===== config.mk =====
export PLATFORM = sky130hd
export DESIGN_NAME = branch_resolver
export DESIGN_NICKNAME = d
export VERILOG_FILES = /design/src/rtl/brres_pkg.sv /design/src/rtl/brres_ctrl.sv /design/src/rtl/brres_dp.sv /design/src/rtl/branch_resolver.sv
export SDC_FILE = /design/constraint.sdc
export NUM_CORES = 1
export LEC_CHECK = 0
export BUFFER_PORTS_ARGS = -buffer_cell sky130_fd_sc_hd__clkbuf_2
export CAP_MARGIN = 40
export CORE_AREA = 2 2 74 130
export CTS_BUF_LIST = sky130_fd_sc_hd__clkbuf_4
export CTS_CLUSTER_DIAMETER = 100
export DETAILED_ROUTE_END_ITERATION = 10
export DIE_AREA = 0 0 76 132
export PLACE_DENSITY = 0.81
export SLEW_MARGIN = 20
export SYNTH_ARGS = -nofsm -noshare
export SYNTH_HDL_FRONTEND = slang
export SYNTH_SLANG_ARGS = --single-unit

===== constraint.sdc =====
create_clock -name clk -period 6.3 [get_ports clk]
set_clock_uncertainty 0.1 [all_clocks]
set_input_delay 1.26 -clock clk [delete_from_list [all_inputs] [get_ports clk]]
set_output_delay 1.26 -clock clk [all_outputs]
set_load 0.05 [all_outputs]

===== src/rtl/brres_pkg.sv =====
package brres_pkg;

  localparam logic [2:0] BR_MAJOR  = 3'b101;
  localparam logic [3:0] COND_CALL = 4'hF;
  localparam logic [3:0] LINK_REG  = 4'd15;

  typedef struct packed {
    logic capture;
    logic taken;
    logic link;
  } brStrobes_t;

  function automatic logic condHolds(input logic [3:0] code,
                                     input logic n, input logic v,
                                     input logic c, input logic z);
    logic lt;
    lt = n ^ v;
    case (code)
      4'h0: condHolds = lt;
      4'h1: condHolds = !lt;
      4'h2: condHolds = lt | z;
      4'h3: condHolds = !(lt | z);
      4'h4: condHolds = c;
      4'h5: condHolds = !c;
      4'h6: condHolds = c | z;
      4'h7: condHolds = !(c | z);
      4'h8: condHolds = z;
      4'h9: condHolds = !z;
      4'hA: condHolds = n;
      4'hB: condHolds = !n;
      4'hE: condHolds = 1'b1;
      4'hF: condHolds = 1'b1;
      default: condHolds = 1'b0;
    endcase
  endfunction

endpackage


===== src/rtl/brres_ctrl.sv =====
module brres_ctrl
  import brres_pkg::*;
(
  input  logic        inValid,
  input  logic [15:0] instrWord,
  input  logic        flagN,
  input  logic        flagV,
  input  logic        flagC,
  input  logic        flagZ,
  output brStrobes_t  strobes
);

  localparam int NUM_COND = 16;

  logic [NUM_COND-1:0] condVec;
  logic [3:0]          condCode;
  logic                isBrWord;

  assign condCode = instrWord[11:8];
  assign isBrWord = inValid && (instrWord[15:13] == BR_MAJOR);

  for (genvar gi = 0; gi < NUM_COND; gi++) begin : g_cond
    assign condVec[gi] = condHolds(4'(gi), flagN, flagV, flagC, flagZ);
  end

  always_comb begin
    strobes.capture = isBrWord;
    strobes.taken   = isBrWord && condVec[condCode];
    strobes.link    = isBrWord && (condCode == COND_CALL);
  end

endmodule


===== src/rtl/brres_dp.sv =====
module brres_dp
  import brres_pkg::*;
#(
  parameter int ADDR_W = 32
) (
  input  logic              clk,
  input  logic              rstN,
  input  brStrobes_t        strobes,
  input  logic [8:0]        dispField,
  input  logic [ADDR_W-1:0] curPc,
  output logic              isBranch,
  output logic              brTaken,
  output logic [ADDR_W-1:0] brTarget,
  output logic              linkWe,
  output logic [ADDR_W-1:0] linkData
);

  localparam int          EXT_W     = ADDR_W - 10;
  localparam int unsigned CHAR_BYTES = 2;

  logic [ADDR_W-1:0] seqPc;
  logic [ADDR_W-1:0] byteOffset;
  logic [ADDR_W-1:0] targetNext;

  assign seqPc      = curPc + ADDR_W'(CHAR_BYTES);
  assign byteOffset = {{EXT_W{dispField[8]}}, dispField, 1'b0};
  assign targetNext = seqPc + byteOffset;

  always_ff @(posedge clk) begin
    if (!rstN) begin
      isBranch <= 1'b0;
      brTaken  <= 1'b0;
      linkWe   <= 1'b0;
      brTarget <= '0;
      linkData <= '0;
    end else begin
      isBranch <= strobes.capture;
      brTaken  <= strobes.taken;
      linkWe   <= strobes.link;
      if (strobes.capture) brTarget <= targetNext;
      if (strobes.link)    linkData <= seqPc;
    end
  end

endmodule


===== src/rtl/branch_resolver.sv =====
module branch_resolver
  import brres_pkg::*;
#(
  parameter int ADDR_W = 32
) (
  input  logic              clk,
  input  logic              rstN,
  input  logic              inValid,
  input  logic [15:0]       instrWord,
  input  logic              flagN,
  input  logic              flagV,
  input  logic              flagC,
  input  logic              flagZ,
  input  logic [ADDR_W-1:0] curPc,
  output logic              isBranch,
  output logic              brTaken,
  output logic [ADDR_W-1:0] brTarget,
  output logic              linkWe,
  output logic [3:0]        linkIdx,
  output logic [ADDR_W-1:0] linkData
);

  brStrobes_t strobes;
  logic [8:0] dispField;

  assign dispField = {instrWord[12], instrWord[7:0]};

  brres_ctrl u_ctrl (
    .inValid  (inValid),
    .instrWord(instrWord),
    .flagN    (flagN),
    .flagV    (flagV),
    .flagC    (flagC),
    .flagZ    (flagZ),
    .strobes  (strobes)
  );

  brres_dp #(.ADDR_W(ADDR_W)) u_dp (
    .clk      (clk),
    .rstN     (rstN),
    .strobes  (strobes),
    .dispField(dispField),
    .curPc    (curPc),
    .isBranch (isBranch),
    .brTaken  (brTaken),
    .brTarget (brTarget),
    .linkWe   (linkWe),
    .linkData (linkData)
  );

  assign linkIdx = linkWe ? LINK_REG : 4'd0;

endmodule


# ---- Word level (Yosys, flattened, before mapping)
# Index checks and enable logic that the tools add are counted.
dict set report classes {
  addsub 2
  magnitude_cmp 1
  n_eq_ne 2
  n_mux 3
  bitwise 3
  n_reduce_logical 9
}
# op n
set ops {}
lappend ops {{adder 32 x 2 -> 32 bit (second input constant)} 1}
lappend ops {{adder 32 bit} 1}
lappend ops {{zero test 1 bit} 6}
lappend ops {{less-than comparator 4 x 5 -> 1 bit (second input constant)} 1}
lappend ops {{binary-select mux 1 bit (select 4 bit)} 1}
lappend ops {{== test 4 bit (second input constant)} 1}
lappend ops {{two-way mux 4 bit} 1}
lappend ops {{== test 3 bit (second input constant)} 1}
lappend ops {{logical AND 1 bit} 3}
lappend ops {{bitwise OR 1 bit} 2}
lappend ops {{two-way mux 1 bit} 1}
lappend ops {{XOR 1 bit} 1}
dict set report word_totals {
  reg_bits 67
  inputBits 55
  out_inout_bits 71
}

# ---- Depth between registers and ports, before layout
# Gate-level depths: netlist of run 1.
dict set report logic_depth {
  word_depth 6
  ltp_mapped 15
}

# ---- Modules after synthesis
# From an unflattened synthesis of run 1, not the netlist that was laid out.
dict set report unflattened {
  hier_cells 579
  area_unflattened_um2 4795.8
}
# mod instances cells_per_inst area_per_inst_um2 seq_area_each_um2
set by_module_without_submodules {}
lappend by_module_without_submodules {brres_dp 1 558 4648.2 1341.3}
lappend by_module_without_submodules {brres_ctrl 1 17 117.6 0.0}
lappend by_module_without_submodules {branch_resolver 1 4 30.0 0.0}

# ---- Worst setup path before layout of run 1
# No wires, ideal clock.
dict set report synth_timing {
  path_type {input port to flip-flop}
  from {in curPc[1]}
  to {reg u_dp.brTarget[24]}
  setup_time_ns 0.127
  arrival_ns 3.917
  path_slack_ns 2.156
  stages 15
  n_path_buf 1
  cell_sequence {ha_1 > nand3_2 > nor2_1 > nand2_1 > nor2_1 > xor2_1 > ha_1 > buf_2 > a21oi_2 > inv_1 > a31oi_1 > o211ai_1 > a221oi_4 > a2111oi_1 > or3b_1}
}
dict set report synth_via {
  elab_chain_len 2
}
# element line_no
set synth_rtl {}
lappend synth_rtl {{start: declaration} branch_resolver.sv:14} ;# input logic [ADDR_W-1:0] curPc,
lappend synth_rtl {{adder 32 x 2 -> 32 bit} brres_dp.sv:25} ;# assign seqPc = curPc + ADDR_W'(CHAR_BYTES);
lappend synth_rtl {{named net u_dp.seqPc[17]} brres_dp.sv:21} ;# logic [ADDR_W-1:0] seqPc;
lappend synth_rtl {{adder 32 bit} brres_dp.sv:27} ;# assign targetNext = seqPc + byteOffset;
lappend synth_rtl {{end signal: assignment} brres_dp.sv:40} ;# if (strobes.capture) brTarget <= targetNext;
lappend synth_rtl {{end: declaration} brres_dp.sv:13} ;# output logic [ADDR_W-1:0] brTarget,
# The timed path passes the listed nets, and every way through them passes these cells.
# A chain may end at the register's enable or synchronous reset.

# ---- Final worst setup path of run 1
dict set report layout_timing {
  from {in curPc[1]}
  to {reg u_dp.brTarget[30]}
}
# Same word-level chain as after synthesis.

==> results.cfg, run 1 <==
[worst_setup_path]
reg2reg_depth = 2
worstSetupPathType = input pin to flip-flop
cp-start-kind = input pin
crit_fanout = 9
arrival_ns = 4.55
regToRegStartpoint = u_dp.brTarget[24]
crit_required_ns = 6.53
r2r-end = u_dp.brTarget[24]
rrSetupSlack_ns = 5.27
crit_path_end_kind = flip-flop

[synth]
synth-main-ff-cell = dfxtp_1
synth_warnings = 0
syn_inst = 598
synth_edf_count = 0
synthArstFlopShare = 0
syn-num-nets = 689
avgSynthCellArea_um2 = 8.10
yosysUniqueCellTypes = 71
syn_area_um2 = 4840
ys_seq_area_frac = 0.277
ys_ff_latch = 67

[final_layout]
fin_nets = 799
syn_to_final_growth_pct = 17.4
finalInstanceArea_um2 = 5690
drive_gt1_frac = 0.257

[hold_path]
whs_path_depth = 2
hp-start = u_dp.brTarget[31]
hp-class = flip-flop to flip-flop
holdPathEnd = u_dp.brTarget[31]

[floorplanning]
rows = 46
dieArea_um2 = 10000
fp.dieH_um = 132
core_um2 = 8920
floorplan.io_pins = 126
die_width_um = 76
start_util = 0.543

[job]
cap_viol_max_count = 0

[global_route]
grt_start_max_net_pins = 46
grt_overflow = 0
grt_pass1_wl_um = 24400
busiest_layer = met2
first_global_vias = 5052
grtUsageMet3 = 0.0692
track_usage = 0.303
antenna_found_initial = 2
met2_usage = 0.560
use_met1 = 0.290

[clock_network]
clockBufferDepth = 2
cts-htree-levels = 3
cts_resized = 0
cts_root_buf = clkbuf_4
cts.sinks = 67
cts_tree = yes
cts_hold_buf = 0
cts_buffers = 9
cts_setup_buffers = 0
clk_pin_slew_worst_paths_ns = 0.11
clk_latency_ns = 0.42

[pwr]
leakage_uw = 0.00254
power_density_nw_per_um2 = 190
ir_worst_vdd_mv = 0.139

[route]
dr.pass1.iters = 5
routed_wl_um = 15100
remaining_drc_errors = 0
via_count = 4923
vias_per_cell = 5.90
wl_per_cell_um = 18.0
drtIter0Drc = 279
ant_nets = 0

[place]
dp_hpwl_um = 12100
port_buffers = 125
place_ws_ns = 1.60
place_area_um2 = 5520
place_congestion = 0.942

[status]
status = complete, no violations

[sta]
setup_ws_ns = 1.98
finalHoldViolCount = 0
final.setup.tns_ns = 0
rsz0062_at_grt = false
setup_violations = 0
fmaxAchievable_mhz = 231
slew_headroom = 0.491
min_period_over_period = 0.686
tightest_slew_ns = 0.762
fin_crit_ns = 4.32
finalMaxSlewViolations = 0
[area by class of cell]
| cell class | instances | area [µm²] |
|---|---|---|
| multi-input cells | 488 | 3310 |
| fillers | 798 | 3230 |
| well taps | 120 | 150 |
| repair buffers | 130 | 678 |
| flip-flops and latches | 67 | 1340 |
| inverters | 12 | 45.0 |
| clock buffers | 10 | 75.1 |
| clock inverters | 6 | 80.1 |
| diodes | 2 | 5.00 |
[per-layer routing]
layer | share of wire | routed length (µm) | vias up
met5 | 0 | 0 | -
met4 | 0.069 | 1040 | 0
met3 | 0.060 | 899 | 67
met2 | 0.53 | 7960 | 215
met1 | 0.34 | 5160 | 2255
li1 | - | - | 2386
[worst max-delay path, stage by stage]
cell and delay (ns):
clkbuf_2 0.15, ha_1 0.24, nand3_2 0.18, nor2_1 0.25, nand2_1 0.15, nor2_1 0.15
xor2_1 0.10, ha_1 0.48, nand4_1 0.23, nor3_1 0.42, nand4_1 0.17, a21oi_2 0.19
o311ai_2 0.13, a21o_1 0.20, a32o_1 0.24
[cells by family (layout without fill, tap and decap cells)]
kind of cell	after synthesis	count (layout)	share of synthesized area
AND/OR/NAND/NOR	211	211	0.228
adder cells (fa/ha/maj)	36	36	0.0945
XOR/XNOR	56	56	0.103
AO/OA/AOI/OAI	177	177	0.241
flip-flops	67	67	0.277
buffers and inverters	43	158	0.0400
multiplexers	8	8	0.0165
other	0	2	0
[cell usage after synthesis (13+ instances only)]
library cell   n  area [µm²]
nand2_1       87         327
dfxtp_1       67        1340
a21oi_1       58         290
o21ai_0       37         185
ha_1          35         438
nor2_1        32         120
xnor2_1       32         280
xor2_1        23         201
clkbuf_1      20        75.1
nand3_1       18        90.1
a21o_1        15         113
and3_1        13        81.3
[through the flow]
step,hold slack [ns],cells,power [µW],utilization
3_5_place_dp,0.340,816,758,0.619
5_1_grt,0.381,834,1130,0.637
4_1_cts,0.355,832,1080,0.636
6_report,0.350,835,1080,0.637
3_3_place_gp,0.335,814,753,0.615
2_1_floorplan,0.562,598,668,-
[registers in the layout, indices dropped and copies added (netlist names)]
register       cells
u_dp.linkData     32
u_dp.linkWe        1
u_dp.brTaken       1
u_dp.isBranch      1
u_dp.brTarget     32
[worst max-delay path by stage]
stage	cells after the start	slack, ns	startpoint	end
6_report	15	1.98	curPc[1]	u_dp.brTarget[30]
2_1_floorplan	15	2.16	curPc[1]	u_dp.brTarget[24]
3_3_place_gp	13	1.64	curPc[1]	u_dp.brTarget[24]
5_1_grt	15	1.72	curPc[1]	u_dp.brTarget[30]
3_5_place_dp	13	1.60	curPc[1]	u_dp.brTarget[24]
4_1_cts	13	2.04	curPc[1]	u_dp.brTarget[24]
[power by group]
part / leakage, µW / internal, µW / switching [µW]
registers: 0.000541 / 431 / 3.84
clock network: 0.0000815 / 162 / 162
logic: 0.00192 / 115 / 205
[cells in the final DEF (no fill, tap or decap), types with 3 or more instances in the layout]
cell	count
a211oi_1	5
a21o_1	15
a21oi_1	58
a21oi_2	8
a31oi_1	4
and3_1	13
and4_1	9
buf_4	3
clkbuf_2	125
clkbuf_4	10
dfxtp_1	67
ha_1	35
inv_1	11
mux2i_1	8
nand2_1	87
nand3_1	18
nand4_1	12
nor2_1	31
nor2b_1	3
nor3_1	7
o211ai_1	6
o21a_1	4
o21ai_0	37
o21ai_1	6
o21bai_1	4
o311a_1	7
or2_2	7
xnor2_1	32
xor2_1	23
Note: power is estimated with default switching activity, not from simulation.
==> run 2: changes to the inputs <==
clock period = 4.2 ns   (was 6.3 ns; I/O delays follow)
==> results.cfg, run 2 (same netlist as run 1, synthesis figures left out) <==
[status]
status = complete, no violations

[floorplanning]
die_width_um = 76
fp.dieH_um = 132
rows = 46
core_um2 = 8920
dieArea_um2 = 10000
floorplan.io_pins = 126
start_util = 0.543

[clock_network]
cts_setup_buffers = 0
cts_resized = 0
cts.sinks = 67
cts-htree-levels = 3
cts_root_buf = clkbuf_4
clk_pin_slew_worst_paths_ns = 0.10
clk_latency_ns = 0.43
cts_tree = yes
cts_hold_buf = 0
cts_buffers = 9
clockBufferDepth = 2

[pwr]
p_sw_frac = 0.352
seqPwrFrac = 0.421
leakage_uw = 0.00257
finalPower_uw = 1550
internal-power_uw = 1000
power_density_nw_per_um2 = 271
pwr-share-clk = 0.264
pwr-share-comb = 0.315
switching_power_uw = 545
ir_worst_vdd_mv = 0.217

[sta]
tightest_slew_ns = 0.749
finalMaxSlewViolations = 0
rsz0062_at_grt = false
slew_headroom = 0.500
fmaxAchievable_mhz = 267
min_period_over_period = 0.891
setup_violations = 0
finalHoldViolCount = 0
fin_crit_ns = 3.74
final.setup.tns_ns = 0

[worst_setup_path]
cp-start-kind = input pin
path_common_cell = a21oi_2
cpMaxStageDelayCell = ha_1
crit_path_end_kind = flip-flop
path_cells = clkbuf_2 > and3_4 > nand4_2 > or2_4 > nor2_1 > xor2_1 > ha_1 > a21oi_2 > a21boi_0 > a311oi_2 > a21oi_2 > o311ai_2 > nand3_1 > a32o_1
crit_required_ns = 4.43
worstSetupPathType = input pin to flip-flop
arrival_ns = 3.97
crit_fanout = 10
max_stage_delay_ns = 0.40

[final_layout]
syn_to_final_growth_pct = 17.8
mostFrequentLayoutCells = 125 x clkbuf_2, 87 x nand2_1, 67 x dfxtp_1
multiInputGateArea_um2 = 3310
largestRegisters = u_dp.brTarget: 32 flops, u_dp.linkData: 32 flops
fin_nets = 809
seq_area_um2 = 1340
fillCellCount = 791
final_common_cell = clkbuf_2
drive_gt1_frac = 0.266
antenna_cells = 0

[route]
ant_nets = 0
via_count = 4958
drtIter0Drc = 247
wl_per_cell_um = 17.5
routed_wl_um = 14700
remaining_drc_errors = 0
dr.pass1.iters = 7
vias_per_cell = 5.90

[global_route]
antenna_found_initial = 1
grt_overflow = 0
grt_start_max_net_pins = 46
track_usage = 0.290
first_global_vias = 4988
grt_pass1_wl_um = 23500

[place]
port_buffers = 125
place_congestion = 0.947
dp_hpwl_um = 11700

[hold_path]
hp-class = flip-flop to flip-flop

[job]
cap_viol_max_count = 0
run 2: changes by cell type in the layout (fill, tap and decap cells not counted):
cell	change
clkinvlp_4	-1
buf_8	-2
clkinv_1	-1
diode_2	-2
clkinv_2	+1
bufinv_16	-1
buf_4	+12
run 2: worst max-delay path: cells and delay by family:
family          cells  cell delay [ns]
compound gates      6             1.36
buf+inv             1             0.12
fa+ha+maj           1             0.40
simple gates        5             0.94
xor+xnor            1             0.32
run 2: power by group through the flow:
stage               clock [µW]  sequential (µW)  combinational [µW]
finish                     409              652                 488
global route               448              654                 527
CTS                        417              652                 483
detailed placement           0              666                 480
global placement             0              666                 473
floorplan                    0              704                 298
run 2: per-stage QoR:
stage               worst slack (ns)  cell area (µm²)  hold slack (ns)   util  std cells
floorplan                      0.476             4840            0.562      -        598
global placement               0.135             5590            0.333  0.626        827
detailed placement            0.0251             5590            0.338  0.626        827
CTS                            0.479             5710            0.352  0.640        841
global route                   0.284             5710            0.373  0.640        841
finish                         0.456             5710            0.348  0.640        841
run 2: layout make-up:
cell class,count,area share
inverters,12,0.00789
repair buffers,140,0.129
multi-input cells,488,0.580
clock inverters,4,0.00768
well taps,120,0.0263
clock buffers,10,0.0132
flip-flops and latches,67,0.235
run 2: final timing paths:
check,startpoint,to,slack [ns],cells past startpoint
worst max-delay path,curPc[3],u_dp.brTarget[30],0.46,14
worst min-delay path,u_dp.brTarget[31],u_dp.brTarget[31],0.35,2
worst max register to register,u_dp.brTarget[24],u_dp.brTarget[24],3.17,2
worst min register to register,u_dp.brTarget[31],u_dp.brTarget[31],0.35,2
run 2: layer usage:
layer  wire length (µm)  vias to the layer above  global-route usage
met5                 11                        -                   0
met4                758                        2               0.168
met3                732                       58              0.0651
met2               8000                      181               0.558
met1               5230                     2317               0.276
li1                   -                     2400                   -
==> run 3: changes to the inputs <==
REMOVE_ABC_BUFFERS = 1   (was unset)
==> results.cfg, run 3 (same netlist as run 1, synthesis figures left out) <==
[status]
status = complete, no violations

[route]
wl_per_cell_um = 17.0
remaining_drc_errors = 0
drtIter0Drc = 242
vias_per_cell = 5.81
ant_nets = 0
dr.pass1.iters = 4
via_count = 4911
routed_wl_um = 14400

[final_layout]
mostFrequentLayoutCells = 125 x clkbuf_2, 87 x nand2_1, 67 x dfxtp_1
finalInstanceArea_um2 = 5730
largestRegisters = u_dp.brTarget: 32 flops, u_dp.linkData: 32 flops
final_cells = 845
fin_util = 0.642
antenna_cells = 0
fin_nets = 811
drive_gt1_frac = 0.270
syn_to_final_growth_pct = 18.2
final_common_cell = clkbuf_2

[global_route]
first_global_vias = 4981
antenna_found_initial = 0
track_usage = 0.286
grt_overflow = 0
grt_pass1_wl_um = 23100
grt_start_max_net_pins = 46

[floorplanning]
rows = 46
dieArea_um2 = 10000
core_um2 = 8920
start_util = 0.543
die_width_um = 76
fp.dieH_um = 132
floorplan.io_pins = 126

[sta]
fmaxAchievable_mhz = 265
finalMaxSlewViolations = 0
finalHoldViolCount = 0
min_period_over_period = 0.900
hold_slack_ns = 0.355
slew_headroom = 0.659
setup_violations = 0
rsz0062_at_grt = false
tightest_slew_ns = 0.510
fin_crit_ns = 3.78

[hold_path]
hp-class = flip-flop to flip-flop

[place]
port_buffers = 125
dp_hpwl_um = 11400
placed_cells = 828
place_congestion = 0.939
place_area_um2 = 5590

[pwr]
finalPower_uw = 1520
leakage_uw = 0.00257
power_density_nw_per_um2 = 266
ir_worst_vdd_mv = 0.212

[clock_network]
cts-htree-levels = 3
clk_pin_slew_worst_paths_ns = 0.11
cts_hold_buf = 0
cts.sinks = 67
cts_setup_buffers = 0
cts_tree = yes
cts_root_buf = clkbuf_4
cts_buffers = 9
cts_resized = 0
clk_latency_ns = 0.44
clockBufferDepth = 2

[worst_setup_path]
crit_required_ns = 4.45
worstSetupPathType = input pin to flip-flop
crit_fanout = 4
arrival_ns = 4.03
crit_path_end_kind = flip-flop
cp-start-kind = input pin

[job]
cap_viol_max_count = 0
==> run 3: cell types whose count changed in the layout (fill, tap and decap cells not counted), sizes merged <==
cell	before	now
clkinvlp	0	3
buf	15	17
bufinv	1	0
clkbuf	135	134
clkinv	3	4
==> run 3: cell type report <==
type / instances / area [µm²]
Multi-Input combinational cell: 488 / 3310
Inverter: 12 / 45.0
Tap cell: 120 / 150
Timing Repair Buffer: 142 / 766
Fill cell: 820 / 3190
Clock inverter: 7 / 45.0
Clock buffer: 9 / 67.6
Sequential cell: 67 / 1340
==> run 3: layer usage <==
| metal | track usage | part of all wire |
|---|---|---|
| met5 | 0 | 0 |
| met4 | 0.165 | 0.046 |
| met3 | 0.0527 | 0.040 |
| met2 | 0.560 | 0.56 |
| met1 | 0.272 | 0.35 |
==> run 3: path summary, 6_finish.rpt <==
path | start | end | slack (ns) | cells past startpoint
setup / recovery | curPc[3] | u_dp.brTarget[30] | 0.42 | 15
hold / removal | u_dp.brTarget[26] | u_dp.brTarget[26] | 0.36 | 2
setup reg to reg | u_dp.brTarget[24] | u_dp.brTarget[24] | 3.18 | 2
hold reg to reg | u_dp.brTarget[26] | u_dp.brTarget[26] | 0.36 | 2
==> run 3: critical path: stages <==
cell      delay (ns)
clkbuf_2        0.12
and3_4          0.21
nand4_2         0.15
or2_4           0.31
nor2b_4         0.13
and4_1          0.25
xor2_2          0.28
ha_1            0.23
nand4_1         0.19
nor3_1          0.38
nand4_1         0.16
a21oi_2         0.19
o311ai_2        0.14
a21o_1          0.20
a32o_1          0.25
==> run 3: stage by stage <==
step                setup slack [ns]  setup TNS, ns
detailed placement          -0.00483       -0.00483
CTS                            0.450              0
global placement              0.0545              0
floorplan                      0.349              0
global route                   0.281              0
finish                         0.421              0
==> run 3: power by group <==
group	switching, µW	total [µW]	internal [µW]
sequential	5.76	652	646
clock	265	383	118
combinational	304	486	182
